--- src/rtl/gpio_evt_pkg.sv ---
package gpio_evt_pkg;

    localparam int REG_AW = 3;

    typedef enum logic [REG_AW-1:0] {
        REG_RISE_EN = 3'd0,
        REG_FALL_EN = 3'd1,
        REG_HIGH_EN = 3'd2,
        REG_LOW_EN  = 3'd3,
        REG_STATUS  = 3'd4,
        REG_LEVEL   = 3'd5
    } reg_sel_e;

    localparam int N_ENABLES = 4;

endpackage

--- src/rtl/gpio_evt_sync.sv ---
module gpio_evt_sync #(
    parameter int WIDTH  = 32,
    parameter int STAGES = 2
) (
    input  logic             clk,
    input  logic             rst_n,
    input  logic [WIDTH-1:0] async_in,
    output logic [WIDTH-1:0] sync_out,
    output logic [WIDTH-1:0] prev_out
);

    logic [WIDTH-1:0] stage_q [STAGES];
    logic [WIDTH-1:0] prev_q;

    always_ff @(posedge clk or negedge rst_n) begin
        if (!rst_n) begin
            for (int i = 0; i < STAGES; i++) stage_q[i] <= '0;
            prev_q <= '0;
        end else begin
            stage_q[0] <= async_in;
            for (int i = 1; i < STAGES; i++) stage_q[i] <= stage_q[i-1];
            prev_q <= stage_q[STAGES-1];
        end
    end

    assign sync_out = stage_q[STAGES-1];
    assign prev_out = prev_q;

    // the delayed copy trails the synchronised level by exactly one cycle
    assert_prev_trails_R2: assert property (@(posedge clk) disable iff (!rst_n)
        1'b1 |=> (prev_out == $past(sync_out)))
        else $error("prev_out does not trail sync_out");

endmodule

--- src/rtl/gpio_evt_detect.sv ---
module gpio_evt_detect #(
    parameter int                WIDTH        = 32,
    parameter logic [WIDTH-1:0]  PRESENT_MASK = '1
) (
    input  logic             clk,
    input  logic             rst_n,
    input  logic [WIDTH-1:0] lvl,
    input  logic [WIDTH-1:0] prev,
    input  logic [WIDTH-1:0] rise_en,
    input  logic [WIDTH-1:0] fall_en,
    input  logic [WIDTH-1:0] high_en,
    input  logic [WIDTH-1:0] low_en,
    output logic [WIDTH-1:0] evt
);

    logic [WIDTH-1:0] rise_w;
    logic [WIDTH-1:0] fall_w;

    for (genvar p = 0; p < WIDTH; p++) begin : g_pin
        if (PRESENT_MASK[p]) begin : g_live
            assign rise_w[p] = lvl[p] & ~prev[p];
            assign fall_w[p] = ~lvl[p] & prev[p];
            assign evt[p]    = (rise_en[p] & rise_w[p])
                             | (fall_en[p] & fall_w[p])
                             | (high_en[p] & lvl[p])
                             | (low_en[p]  & ~lvl[p]);
        end else begin : g_absent
            assign rise_w[p] = 1'b0;
            assign fall_w[p] = 1'b0;
            assign evt[p]    = 1'b0;
        end
    end

    // a rising edge is seen for one cycle only
    assert_rise_once_R3: assert property (@(posedge clk) disable iff (!rst_n)
        (|rise_w) |=> ((rise_w & $past(rise_w)) == '0))
        else $error("rising edge seen twice");

    // a falling edge is seen for one cycle only
    assert_fall_once_R4: assert property (@(posedge clk) disable iff (!rst_n)
        (|fall_w) |=> ((fall_w & $past(fall_w)) == '0))
        else $error("falling edge seen twice");

    // no event on a pin with all enables off
    assert_no_enable_silent_R12: assert property (@(posedge clk) disable iff (!rst_n)
        rst_n |-> ((evt & ~(rise_en | fall_en | high_en | low_en)) == '0))
        else $error("event without enable");

endmodule

--- src/rtl/gpio_evt_regs.sv ---
module gpio_evt_regs
    import gpio_evt_pkg::*;
#(
    parameter int                WIDTH        = 32,
    parameter logic [WIDTH-1:0]  PRESENT_MASK = '1
) (
    input  logic              clk,
    input  logic              rst_n,
    input  logic              reg_we,
    input  logic [REG_AW-1:0] reg_addr,
    input  logic [WIDTH-1:0]  reg_wdata,
    output logic [WIDTH-1:0]  reg_rdata,
    input  logic [WIDTH-1:0]  evt,
    input  logic [WIDTH-1:0]  lvl,
    output logic [WIDTH-1:0]  rise_en,
    output logic [WIDTH-1:0]  fall_en,
    output logic [WIDTH-1:0]  high_en,
    output logic [WIDTH-1:0]  low_en,
    output logic              irq
);

    reg_sel_e         sel;
    logic [WIDTH-1:0] en_q [N_ENABLES];
    logic [WIDTH-1:0] status_q;
    logic [WIDTH-1:0] status_d;
    logic [WIDTH-1:0] clr_mask;
    logic             irq_q;

    assign sel = reg_sel_e'(reg_addr);

    always_comb begin
        clr_mask = '0;
        if (reg_we && sel == REG_STATUS) clr_mask = reg_wdata;
        status_d = ((status_q & ~clr_mask) | evt) & PRESENT_MASK;
    end

    always_ff @(posedge clk or negedge rst_n) begin
        if (!rst_n) begin
            for (int i = 0; i < N_ENABLES; i++) en_q[i] <= '0;
            status_q <= '0;
            irq_q    <= 1'b0;
        end else begin
            if (reg_we) begin
                unique case (sel)
                    REG_RISE_EN: en_q[0] <= reg_wdata & PRESENT_MASK;
                    REG_FALL_EN: en_q[1] <= reg_wdata & PRESENT_MASK;
                    REG_HIGH_EN: en_q[2] <= reg_wdata & PRESENT_MASK;
                    REG_LOW_EN:  en_q[3] <= reg_wdata & PRESENT_MASK;
                    default: ;
                endcase
            end
            status_q <= status_d;
            irq_q    <= |status_q;
        end
    end

    always_comb begin
        unique case (sel)
            REG_RISE_EN: reg_rdata = en_q[0];
            REG_FALL_EN: reg_rdata = en_q[1];
            REG_HIGH_EN: reg_rdata = en_q[2];
            REG_LOW_EN:  reg_rdata = en_q[3];
            REG_STATUS:  reg_rdata = status_q;
            REG_LEVEL:   reg_rdata = lvl;
            default:     reg_rdata = '0;
        endcase
    end

    assign rise_en = en_q[0];
    assign fall_en = en_q[1];
    assign high_en = en_q[2];
    assign low_en  = en_q[3];
    assign irq     = irq_q;

    // bits written as one, with no new event, are clear afterwards
    assert_w1c_clears_R8: assert property (@(posedge clk) disable iff (!rst_n)
        (reg_we && sel == REG_STATUS) |=> ((status_q & $past(reg_wdata & ~evt)) == '0))
        else $error("write-one did not clear");

    // a status bit only falls where a one was written
    assert_zero_keeps_R8: assert property (@(posedge clk) disable iff (!rst_n)
        rst_n |=> (($past(status_q) & ~status_q & ~$past(clr_mask)) == '0))
        else $error("status bit lost without clear");

    // an event always lands in status, even against a clear
    assert_event_wins_R9: assert property (@(posedge clk) disable iff (!rst_n)
        (|evt) |=> ((status_q & $past(evt)) == $past(evt)))
        else $error("event lost");

    // interrupt tracks non-empty status one cycle later
    assert_irq_high_R10: assert property (@(posedge clk) disable iff (!rst_n)
        (status_q != '0) |=> irq)
        else $error("irq missing");
    assert_irq_low_R10: assert property (@(posedge clk) disable iff (!rst_n)
        (status_q == '0) |=> !irq)
        else $error("spurious irq");

    // absent pins hold no state
    assert_absent_quiet_R13: assert property (@(posedge clk) disable iff (!rst_n)
        rst_n |-> (((status_q | en_q[0] | en_q[1] | en_q[2] | en_q[3]) & ~PRESENT_MASK) == '0))
        else $error("absent pin has state");

endmodule

--- src/rtl/gpio_evt_bank.sv ---
module gpio_evt_bank
    import gpio_evt_pkg::*;
#(
    parameter int NPINS       = 32,
    parameter int NUM_PRESENT = 32,
    parameter int SYNC_STAGES = 2
) (
    input  logic              clk,
    input  logic              rst_n,
    input  logic [NPINS-1:0]  pin_in,
    input  logic              reg_we,
    input  logic [REG_AW-1:0] reg_addr,
    input  logic [NPINS-1:0]  reg_wdata,
    output logic [NPINS-1:0]  reg_rdata,
    output logic              irq
);

    localparam logic [NPINS-1:0] PRESENT_MASK = {NPINS{1'b1}} >> (NPINS - NUM_PRESENT);

    logic [NPINS-1:0] lvl;
    logic [NPINS-1:0] prev;
    logic [NPINS-1:0] evt;
    logic [NPINS-1:0] rise_en;
    logic [NPINS-1:0] fall_en;
    logic [NPINS-1:0] high_en;
    logic [NPINS-1:0] low_en;

    gpio_evt_sync #(.WIDTH(NPINS), .STAGES(SYNC_STAGES)) u_sync (
        .clk      (clk),
        .rst_n    (rst_n),
        .async_in (pin_in),
        .sync_out (lvl),
        .prev_out (prev)
    );

    gpio_evt_detect #(.WIDTH(NPINS), .PRESENT_MASK(PRESENT_MASK)) u_detect (
        .clk     (clk),
        .rst_n   (rst_n),
        .lvl     (lvl),
        .prev    (prev),
        .rise_en (rise_en),
        .fall_en (fall_en),
        .high_en (high_en),
        .low_en  (low_en),
        .evt     (evt)
    );

    gpio_evt_regs #(.WIDTH(NPINS), .PRESENT_MASK(PRESENT_MASK)) u_regs (
        .clk       (clk),
        .rst_n     (rst_n),
        .reg_we    (reg_we),
        .reg_addr  (reg_addr),
        .reg_wdata (reg_wdata),
        .reg_rdata (reg_rdata),
        .evt       (evt),
        .lvl       (lvl),
        .rise_en   (rise_en),
        .fall_en   (fall_en),
        .high_en   (high_en),
        .low_en    (low_en),
        .irq       (irq)
    );

endmodule

--- config.mk ---
export PLATFORM = sky130hd
export DESIGN_NAME = gpio_evt_bank
export DESIGN_NICKNAME = d
export VERILOG_FILES = /design/src/rtl/gpio_evt_pkg.sv /design/src/rtl/gpio_evt_sync.sv /design/src/rtl/gpio_evt_detect.sv /design/src/rtl/gpio_evt_regs.sv /design/src/rtl/gpio_evt_bank.sv
export SDC_FILE = /design/constraint.sdc
export NUM_CORES = 1
export LEC_CHECK = 0
export BUFFER_PORTS_ARGS = -buffer_cell sky130_fd_sc_hd__buf_2
export CORE_MARGIN = 2
export CORE_UTILIZATION = 63
export CTS_CLUSTER_DIAMETER = 200
export DETAILED_ROUTE_END_ITERATION = 7
export GPL_ROUTABILITY_DRIVEN = 1
export PLACE_DENSITY_LB_ADDON = 0.15
export SLEW_MARGIN = 20
export SYNTH_ARGS = -nofsm -noshare
export SYNTH_HDL_FRONTEND = slang
export SYNTH_SLANG_ARGS = --single-unit
--- constraint.sdc ---
create_clock -name clk -period 3 [get_ports clk]
set_clock_uncertainty 0.15 [all_clocks]
set_input_delay 0.15 -clock clk [delete_from_list [all_inputs] [get_ports clk]]
set_output_delay 0.15 -clock clk [all_outputs]
set_load 0.005 [all_outputs]
==> flow_summary.ini, run 1 <==
[critical_path]
slowest_delay_ns = 0.62
worstSetupEndpointType = output pin
cp_data_required_time_ns = 2.70
crit_arrival_ns = 2.10
cp_max_fo = 38
crit_family = buffers and inverters
worstSetupStartpointType = input pin
r2r_cells = 3
path_buf_inv = 3
cpMostUsedCell = buf_2
slowest_stage = buf_4
worstPathCellList = buf_2 > buf_4 > mux2_2 > a22oi_1 > o211ai_1 > buf_2
path_depth = 6
setup.worst_path.class = input pin to output pin

[timing]
rsz0062_at_grt = no
setup_viol = 0
worst_slew_pin_slew_ns = 0.746
hold_viol = 0
slew_viol_final = 0
fmax_mhz = 417
relSlewSlack_pct = 50.3
period_share_pct = 79.9
min_period_ns = 2.40
tns_ns = 0

[power]
powerDensity_nw_per_um2 = 688
swShare_pct = 25.9
comb_power_share_pct = 14.5
power.total_mw = 9.01
p_leak_nw = 5.89
power.switching_mw = 2.34
p_clk_share_pct = 37.4
pwr-share-seq_pct = 48.1
max-vdd-ir-drop_mv = 0.485
intPower_mw = 6.68

[synthesis]
avgSynthCellArea_um2 = 13.3
syn_area_um2 = 10700
ys_ff_latch = 257
syn_inst = 808
synth_edf_count = 0
synthDistinctLibCells = 35
synth_nets = 878
ys_seq_area_share_pct = 59.8
async_reset_ff_share_pct = 100
ys.warnings.count = 0
ys.flop_type = dfrtp_1

[placement]
port_buffers = 102
place.gp.congestion = 0.822
dpl.hpwl_um = 16600

[final_layout]
synthToLayoutAreaGrowth_pct = 22.0
layout-drive-gt1-share_pct = 31.3
multiInputGateArea_um2 = 3990
fillCellCount = 985
final-seq-area_um2 = 6430
diodes = 0
nNetsFinal = 1059

[global_route]
grt_pass1_vias = 8219
grt.total_usage_pct = 31.0
grt_max_degree = 75
antenna_found_initial = 0
gr-total-overflow = 0
grt_pass1_wl_um = 43600

[floorplan]
die_x_um = 135
die_area_um2 = 18100
core_um2 = 16600
initial_core_util_pct = 64.6
num_rows = 47
die_h_um = 135
pin_count = 103

[routing]
drc = 0
drtPass1Iterations = 5
viasPerCell = 6.16
post_drt_wl_per_cell_um = 22.2
routed-wl-met2_um = 13800
ant_nets = 0
top_layer_used = met4
wl_met1_um = 11000
wl_met3_um = 1510
drt_first_iter_violations = 550
routed-via-count = 7566
wl_um = 27200

[clocking]
postCtsSetupRepairBufs = 0
cts.clk_slew.worst_paths_ns = 0.06
cts_tree = built
cts-root-buf = clkbuf_16
cts_buffer_depth = 3
ctsHoldBuffers = 65
htreeDepth = 1
cts_sinks = 257
cts_made_buffers = 27
ctsResizeCount = 0
clk_latency_ns = 0.54

[min_path]
hp-class = input pin to asynchronous set/reset pin

[flow_run]
drv_cap = 0

[outcome]
status = complete, no violations
[per-stage QoR]
step | hold WS (ns) | instance area (um2) | setup slack, ns | utilization [%] | cells
6_report | 0.0185 | 13100 | 0.602 | 78.8 | 1228
5_1_grt | 0.0547 | 13100 | 0.513 | 78.8 | 1228
4_1_cts | 0.0405 | 13100 | 0.669 | 78.8 | 1228
3_5_place_dp | 0.000753 | 11600 | 0.687 | 69.4 | 1115
3_3_place_gp | -0.0102 | 11600 | 0.703 | 69.4 | 1115
2_1_floorplan | -0.296 | 10700 | 1.53 | - | 808
[cells in the mapped netlist (2+ instances only)]
library cell	instances	area, um2
a22oi_1	11	82.6
o21ai_0	5	25.0
o21a_1	13	97.6
or2_2	2	12.5
and3b_1	2	17.5
nand3b_1	13	97.6
buf_6	4	45.0
mux4_2	2	45.0
nand2b_1	3	18.8
clkbuf_1	7	26.3
mux2_1	4	45.0
nand2_1	51	191
nor4_1	8	50.1
mux2_2	135	1520
buf_2	19	95.1
buf_4	9	67.6
inv_1	34	128
a21o_1	32	240
nand4_1	2	12.5
dfrtp_1	257	6430
nor3b_1	2	15.0
o211ai_1	6	45.0
o22ai_1	8	50.1
a21oi_1	32	160
nor2_1	34	128
a221o_1	38	380
o221ai_1	13	114
mux2i_1	51	510
a2bb2oi_1	5	43.8
[routing by layer]
layer	track usage [%]	up-vias
met5	0	-
met3	4.43	78
met1	41.1	3874
met2	52.6	298
met4	12.3	0
li1	-	3316
[area by class of cell]
type / instances / share of cell area (%)
timing repair buffer: 192 / 10.6
tap: 220 / 2.10
multi-input combinational: 477 / 30.4
clock inverter: 14 / 1.24
sequential: 257 / 49.1
inverter: 34 / 0.973
clock buffer: 34 / 5.66
[cell families (layout without fill, tap and decap cells)]
group | Yosys count | in the layout | synth area share (%)
flops | 257 | 257 | 59.8
mux | 192 | 192 | 19.7
compound gates | 163 | 163 | 11.5
simple gates | 122 | 122 | 5.50
buf+inv | 74 | 274 | 3.40
[flip-flops by register name (all words and copies together) (netlist names)]
| register | count |
|---|---|
| u_regs.status_q | 32 |
| u_regs.rise_en | 32 |
| u_regs.irq | 1 |
| u_regs.high_en | 32 |
| u_regs.low_en | 32 |
| u_sync.stage_q | 32 |
| u_sync.prev_out | 32 |
| u_regs.fall_en | 32 |
| u_sync.sync_out | 32 |
[power groups by stage]
| stage | Combinational [mW] | Clock, mW | Sequential [mW] |
|---|---|---|---|
| 3_3_place_gp | 1.15 | 0 | 4.33 |
| 2_1_floorplan | 0.851 | 0 | 4.24 |
| 6_report | 1.31 | 3.37 | 4.33 |
| 4_1_cts | 1.30 | 3.40 | 4.32 |
| 3_5_place_dp | 1.22 | 0 | 4.37 |
| 5_1_grt | 1.43 | 3.56 | 4.39 |
[layout by cell type (no fill, tap or decap), types with 2 or more instances in the layout]
cell type,synthesis,layout
mux2_1,4,4
nand2b_1,3,3
mux2i_1,51,51
inv_1,34,34
nand3b_1,13,13
clkinvlp_4,0,4
mux2_2,135,135
and3b_1,2,2
a22oi_1,11,11
o221ai_1,13,13
bufinv_16,0,3
a221o_1,38,38
o22ai_1,8,8
dlygate4sd3_1,0,65
a21oi_1,32,32
clkbuf_1,7,3
mux4_2,2,2
o21a_1,13,13
clkinv_2,0,5
dfrtp_1,257,257
buf_12,0,2
nand4_1,2,2
clkbuf_16,0,27
nand2_1,51,51
a2bb2oi_1,5,5
a21o_1,32,32
o211ai_1,6,6
clkbuf_8,0,4
buf_2,19,101
o21ai_0,5,5
nor2_1,34,34
buf_4,9,23
nor4_1,8,8
or2_2,2,2
[final timing paths]
kind	from	to	slack, ns
hold / removal	rst_n	u_regs.low_en[8]$_DFFE_PN0P_	0.02
hold reg to reg	u_sync.stage_q[51]$_DFF_PN0_	u_sync.sync_out[19]$_DFF_PN0_	0.20
min in group clk	pin_in[25]	u_sync.stage_q[57]$_DFF_PN0_	0.11
setup / recovery	reg_addr[2]	reg_rdata[21]	0.60
setup reg to reg	u_regs.status_q[5]$_DFF_PN0_	u_regs.irq$_DFF_PN0_	1.25
max in group asynchronous	rst_n	u_regs.status_q[3]$_DFF_PN0_	1.67
(Power assumes the default switching activity.)
==> run 2, diff against run 1 <==
--- a/config.mk
+++ b/config.mk
@@ -7,7 +7,7 @@
 export LEC_CHECK = 0
 export BUFFER_PORTS_ARGS = -buffer_cell sky130_fd_sc_hd__buf_2
 export CORE_MARGIN = 2
-export CORE_UTILIZATION = 63
+export CORE_UTILIZATION = 53
 export CTS_CLUSTER_DIAMETER = 200
 export DETAILED_ROUTE_END_ITERATION = 7
 export GPL_ROUTABILITY_DRIVEN = 1
==> constraint.sdc (replaced) <==
create_clock -name clk -period 2.2 [get_ports clk]
set_clock_uncertainty 0.15 [all_clocks]
set_input_delay 0.11 -clock clk [delete_from_list [all_inputs] [get_ports clk]]
set_output_delay 0.11 -clock clk [all_outputs]
set_load 0.005 [all_outputs]
==> flow_summary.ini, run 2 (same netlist as run 1, synthesis figures left out) <==
[clocking]
cts_tree = built
cts-root-buf = clkbuf_16
cts_made_buffers = 28
htreeDepth = 1
cts_buffer_depth = 3
clk_latency_ns = 0.53
cts.clk_slew.worst_paths_ns = 0.06
cts_sinks = 257
ctsResizeCount = 0

[global_route]
grt_pass1_vias = 8088
gr-total-overflow = 0
grt.total_usage_pct = 25.1
grt_pass1_wl_um = 42600
antenna_found_initial = 1
grt_max_degree = 69

[timing]
slew_viol_final = 0
fmax_mhz = 500
setup_viol = 0
worst_slew_pin_slew_ns = 0.717
period_share_pct = 90.9
rsz0062_at_grt = no
relSlewSlack_pct = 52.2
whs_ns = -0.00555
tns_ns = 0
hold_viol = 2
min_period_ns = 2.00

[power]
max-vdd-ir-drop_mv = 0.733
pwr-share-seq_pct = 46.5
power.total_mw = 12.7
powerDensity_nw_per_um2 = 944
intPower_mw = 9.49
power.switching_mw = 3.17
swShare_pct = 25.0
comb_power_share_pct = 14.0
p_leak_nw = 6.01
p_clk_share_pct = 39.5

[final_layout]
final_common_cell = dfrtp_1
utilization_pct = 67.0
layout_common_cells = 257 x dfrtp_1, 135 x mux2_2, 101 x buf_2, 65 x dlygate4sd3_1
synthToLayoutAreaGrowth_pct = 24.8
multiInputGateArea_um2 = 3990
nNetsFinal = 1070
layout-drive-gt1-share_pct = 32.3
fillCellCount = 1483
final-seq-area_um2 = 6430

[routing]
post_drt_wl_per_cell_um = 20.4
wl_um = 26400
drt_first_iter_violations = 486
routed-via-count = 7464
top_layer_used = met4
drtPass1Iterations = 5
ant_nets = 0
wl_met1_um = 11400
wl_met3_um = 1170
viasPerCell = 5.77
drc = 0
routed-wl-met2_um = 12900

[outcome]
status = finished with violations
violations = negative hold slack

[critical_path]
r2r_cells = 3
endpoint = reg_rdata[22]
worst_r2r_endpoint = u_regs.irq$_DFF_PN0_
setup.worst_path.class = flop to output pin
worstSetupStartpointType = flop
r2r-start = u_regs.status_q[4]$_DFF_PN0_
worstSetupEndpointType = output pin
cp_max_fo = 4
reg2reg_slack_ns = 0.44
crit_arrival_ns = 1.74
cp_data_required_time_ns = 1.94
startpoint = u_sync.sync_out[22]$_DFF_PN0_

[placement]
place.gp.congestion = 0.840
dpl.hpwl_um = 17200
port_buffers = 102

[min_path]
hp-class = input pin to asynchronous set/reset pin

[flow_run]
drv_cap = 0

[floorplan]
core_um2 = 20000
initial_core_util_pct = 53.6
die_h_um = 146
die_x_um = 146
die_area_um2 = 21400
pin_count = 103
num_rows = 52
## run 2: worst min-delay path by stage
stage          startpoint                            end  slack [ns]
2_1_floorplan       rst_n  u_regs.fall_en[0]$_DFFE_PN0P_       -0.34
3_3_place_gp        rst_n   u_regs.low_en[4]$_DFFE_PN0P_       -0.03
3_5_place_dp        rst_n   u_sync.prev_out[4]$_DFF_PN0_       -0.03
4_1_cts             rst_n  u_sync.sync_out[14]$_DFF_PN0_       0.009
5_1_grt             rst_n   u_sync.prev_out[4]$_DFF_PN0_        0.04
6_report            rst_n   u_sync.prev_out[4]$_DFF_PN0_      -0.006
## run 2: metrics by stage
stage | hold slack (ns) | std cells | instance area (um2) | setup slack (ns)
2_1_floorplan | -0.336 | 808 | 10700 | 0.770
3_3_place_gp | -0.0340 | 1175 | 11800 | 0.362
3_5_place_dp | -0.0264 | 1175 | 11800 | 0.300
4_1_cts | 0.00858 | 1292 | 13400 | 0.197
5_1_grt | 0.0391 | 1293 | 13400 | 0.138
6_report | -0.00555 | 1293 | 13400 | 0.200
## run 2: power by group through the flow
stage	logic [mW]	clock network (mW)	registers [mW]
floorplan	1.16	0	5.78
global placement	1.61	0	5.91
detailed placement	1.68	0	5.96
CTS	1.79	5.08	5.88
global route	1.94	5.32	5.97
finish	1.77	5.01	5.89
## run 2: metal layers
layer	global-route usage, %	up-vias
met3	3.94	68
met2	41.7	207
met1	33.5	3847
met4	9.85	0
met5	0	-
li1	-	3342
## run 2: cell type report
type,count,area share (%)
antenna,1,0.0187
clock buffer,39,6.21
clock inverter,13,1.31
inverter,34,0.951
multi-input combinational,477,29.7
sequential,257,47.9
tap,270,2.52
timing repair buffer,202,11.3
## run 2: worst max-delay path, stage by stage (launching register included)
cell,delay (ns)
dfrtp_1,0.42
mux2_2,0.28
a22oi_1,0.13
o21ai_0,0.19
buf_2,0.19
## run 2: what timing repair did
item / in CTS / in global routing
endpoints found under the hold margin: 449 / 0
buffers inserted: 0 / 0
hold buffers: 65 / 0
==> run 3, diff against run 2 <==
--- a/config.mk
+++ b/config.mk
@@ -11,7 +11,9 @@
 export CTS_CLUSTER_DIAMETER = 200
 export DETAILED_ROUTE_END_ITERATION = 7
 export GPL_ROUTABILITY_DRIVEN = 1
+export MAX_ROUTING_LAYER = met4
 export PLACE_DENSITY_LB_ADDON = 0.15
+export REMOVE_ABC_BUFFERS = 1
 export SLEW_MARGIN = 20
 export SYNTH_ARGS = -nofsm -noshare
 export SYNTH_HDL_FRONTEND = slang
==> flow_summary.ini, run 3 (same netlist as run 1, synthesis figures left out) <==
[final_layout]
diodes = 0
nNetsFinal = 1065
instances_no_fill = 1285
layout_common_cells = 257 x dfrtp_1, 135 x mux2_2, 101 x buf_2, 65 x dlygate4sd3_1
synthToLayoutAreaGrowth_pct = 24.0
utilization_pct = 66.5
final_common_cell = dfrtp_1
layout-drive-gt1-share_pct = 31.7

[routing]
wl_um = 25900
drtPass1Iterations = 5
drc = 0
routed-via-count = 7404
viasPerCell = 5.76
drt_first_iter_violations = 434
post_drt_wl_per_cell_um = 20.2
ant_nets = 0

[floorplan]
die_area_um2 = 21400
pin_count = 103
die_x_um = 146
num_rows = 52
die_h_um = 146
core_um2 = 20000
initial_core_util_pct = 53.6

[critical_path]
r2r-start = u_regs.status_q[26]$_DFF_PN0_
worst_r2r_endpoint = u_regs.irq$_DFF_PN0_
r2r_cells = 4
worstSetupStartpointType = flop
cp_data_required_time_ns = 1.94
reg2reg_slack_ns = 0.52
cp_max_fo = 4
setup.worst_path.class = flop to output pin
worstSetupEndpointType = output pin
crit_arrival_ns = 1.72

[timing]
min_period_ns = 1.98
fmax_mhz = 506
setup_viol = 0
period_share_pct = 89.9
rsz0062_at_grt = no
relSlewSlack_pct = 52.4
slew_viol_final = 0
worst_slew_pin_slew_ns = 0.713
hold_viol = 0
layout_setup_ws_ns = 0.222

[power]
pwr-share-seq_pct = 47.4
p_clk_share_pct = 38.4
p_leak_nw = 5.98
comb_power_share_pct = 14.2
intPower_mw = 9.31
max-vdd-ir-drop_mv = 0.708
powerDensity_nw_per_um2 = 931
power.switching_mw = 3.10
swShare_pct = 25.0
power.total_mw = 12.4

[clocking]
ctsResizeCount = 0
cts_tree = built
cts-root-buf = clkbuf_16
ctsHoldBuffers = 65
cts_made_buffers = 27
htreeDepth = 1
clk_latency_ns = 0.53
cts_sinks = 257
cts_buffer_depth = 3
postCtsSetupRepairBufs = 0
cts.clk_slew.worst_paths_ns = 0.06

[placement]
dpl.hpwl_um = 16900
place_inst = 1171
place_ws_ns = 0.287
port_buffers = 102
place.gp.congestion = 0.833

[global_route]
grt.total_usage_pct = 26.0
grt_pass1_wl_um = 43000
grt_max_degree = 79
grt_pass1_vias = 8115
antenna_found_initial = 0
gr-total-overflow = 0

[flow_run]
drv_cap = 0

[outcome]
status = complete, no violations

[min_path]
hp-class = input pin to asynchronous set/reset pin
## run 3: cell count changes in the layout (fill, tap and decap cells not counted)
cell / previous run / this run
clkbuf_8: 7 / 6
clkinvlp_4: 4 / 1
diode_2: 1 / 0
nor3b_1: 1 / 2
nor3b_2: 1 / 0
inv_6: 0 / 1
clkinv_4: 0 / 1
buf_4: 28 / 23
clkbuf_16: 29 / 27
buf_12: 7 / 8
clkinv_2: 5 / 6
## run 3: power groups by stage
stage	Sequential, mW	Clock (mW)	Combinational (mW)
3_5_place_dp	5.96	0	1.68
6_report	5.89	4.76	1.76
5_1_grt	5.97	5.06	1.95
4_1_cts	5.88	4.84	1.78
2_1_floorplan	5.78	0	1.10
3_3_place_gp	5.90	0	1.60
## run 3: metrics by stage
step / setup TNS (ns) / cell area (um2) / hold slack (ns)
2_1_floorplan: -35.89 / 10500 / -0.336
3_3_place_gp: 0 / 11700 / -0.0243
3_5_place_dp: 0 / 11700 / -0.0105
4_1_cts: 0 / 13300 / 0.0403
5_1_grt: 0 / 13300 / 0.0521
6_report: 0 / 13300 / 0.0141
## run 3: layout make-up
class,count,area (um2)
Clock buffer,36,769
Inverter,34,128
Fill cell,1507,6710
Tap cell,270,338
Sequential cell,257,6430
Multi-Input combinational cell,477,3980
Timing Repair Buffer,198,1500
Clock inverter,13,175
## run 3: layer usage
metal  routed length [um]  vias up  track usage (%)  part of all wire (%)
li1                     -     3332                -                     -
met1                11200     3792             34.3                    43
met2                12800      224             42.9                    49
met3                 1280       56             3.09                   4.9
met4                  641        0             8.01                   2.5
met5                    0        -                -                     0
## run 3: critical path, cell delays in order (launching register included)
cell     delay [ns]
dfrtp_1        0.42
mux2_2         0.29
a22oi_1        0.13
o21ai_0        0.18
buf_2          0.18
## run 3: worst max path at each step
stage	startpoint	to	slack, ns	cells after the start
after floorplan	reg_addr[0]	u_regs.status_q[10]$_DFF_PN0_	-0.95	3
after global placement	reg_addr[2]	reg_rdata[22]	0.36	6
after detailed placement	reg_addr[0]	reg_rdata[22]	0.29	6
after CTS	u_sync.sync_out[22]$_DFF_PN0_	reg_rdata[22]	0.22	4
after global routing	u_sync.sync_out[22]$_DFF_PN0_	reg_rdata[22]	0.13	4
final	u_sync.sync_out[22]$_DFF_PN0_	reg_rdata[22]	0.22	4
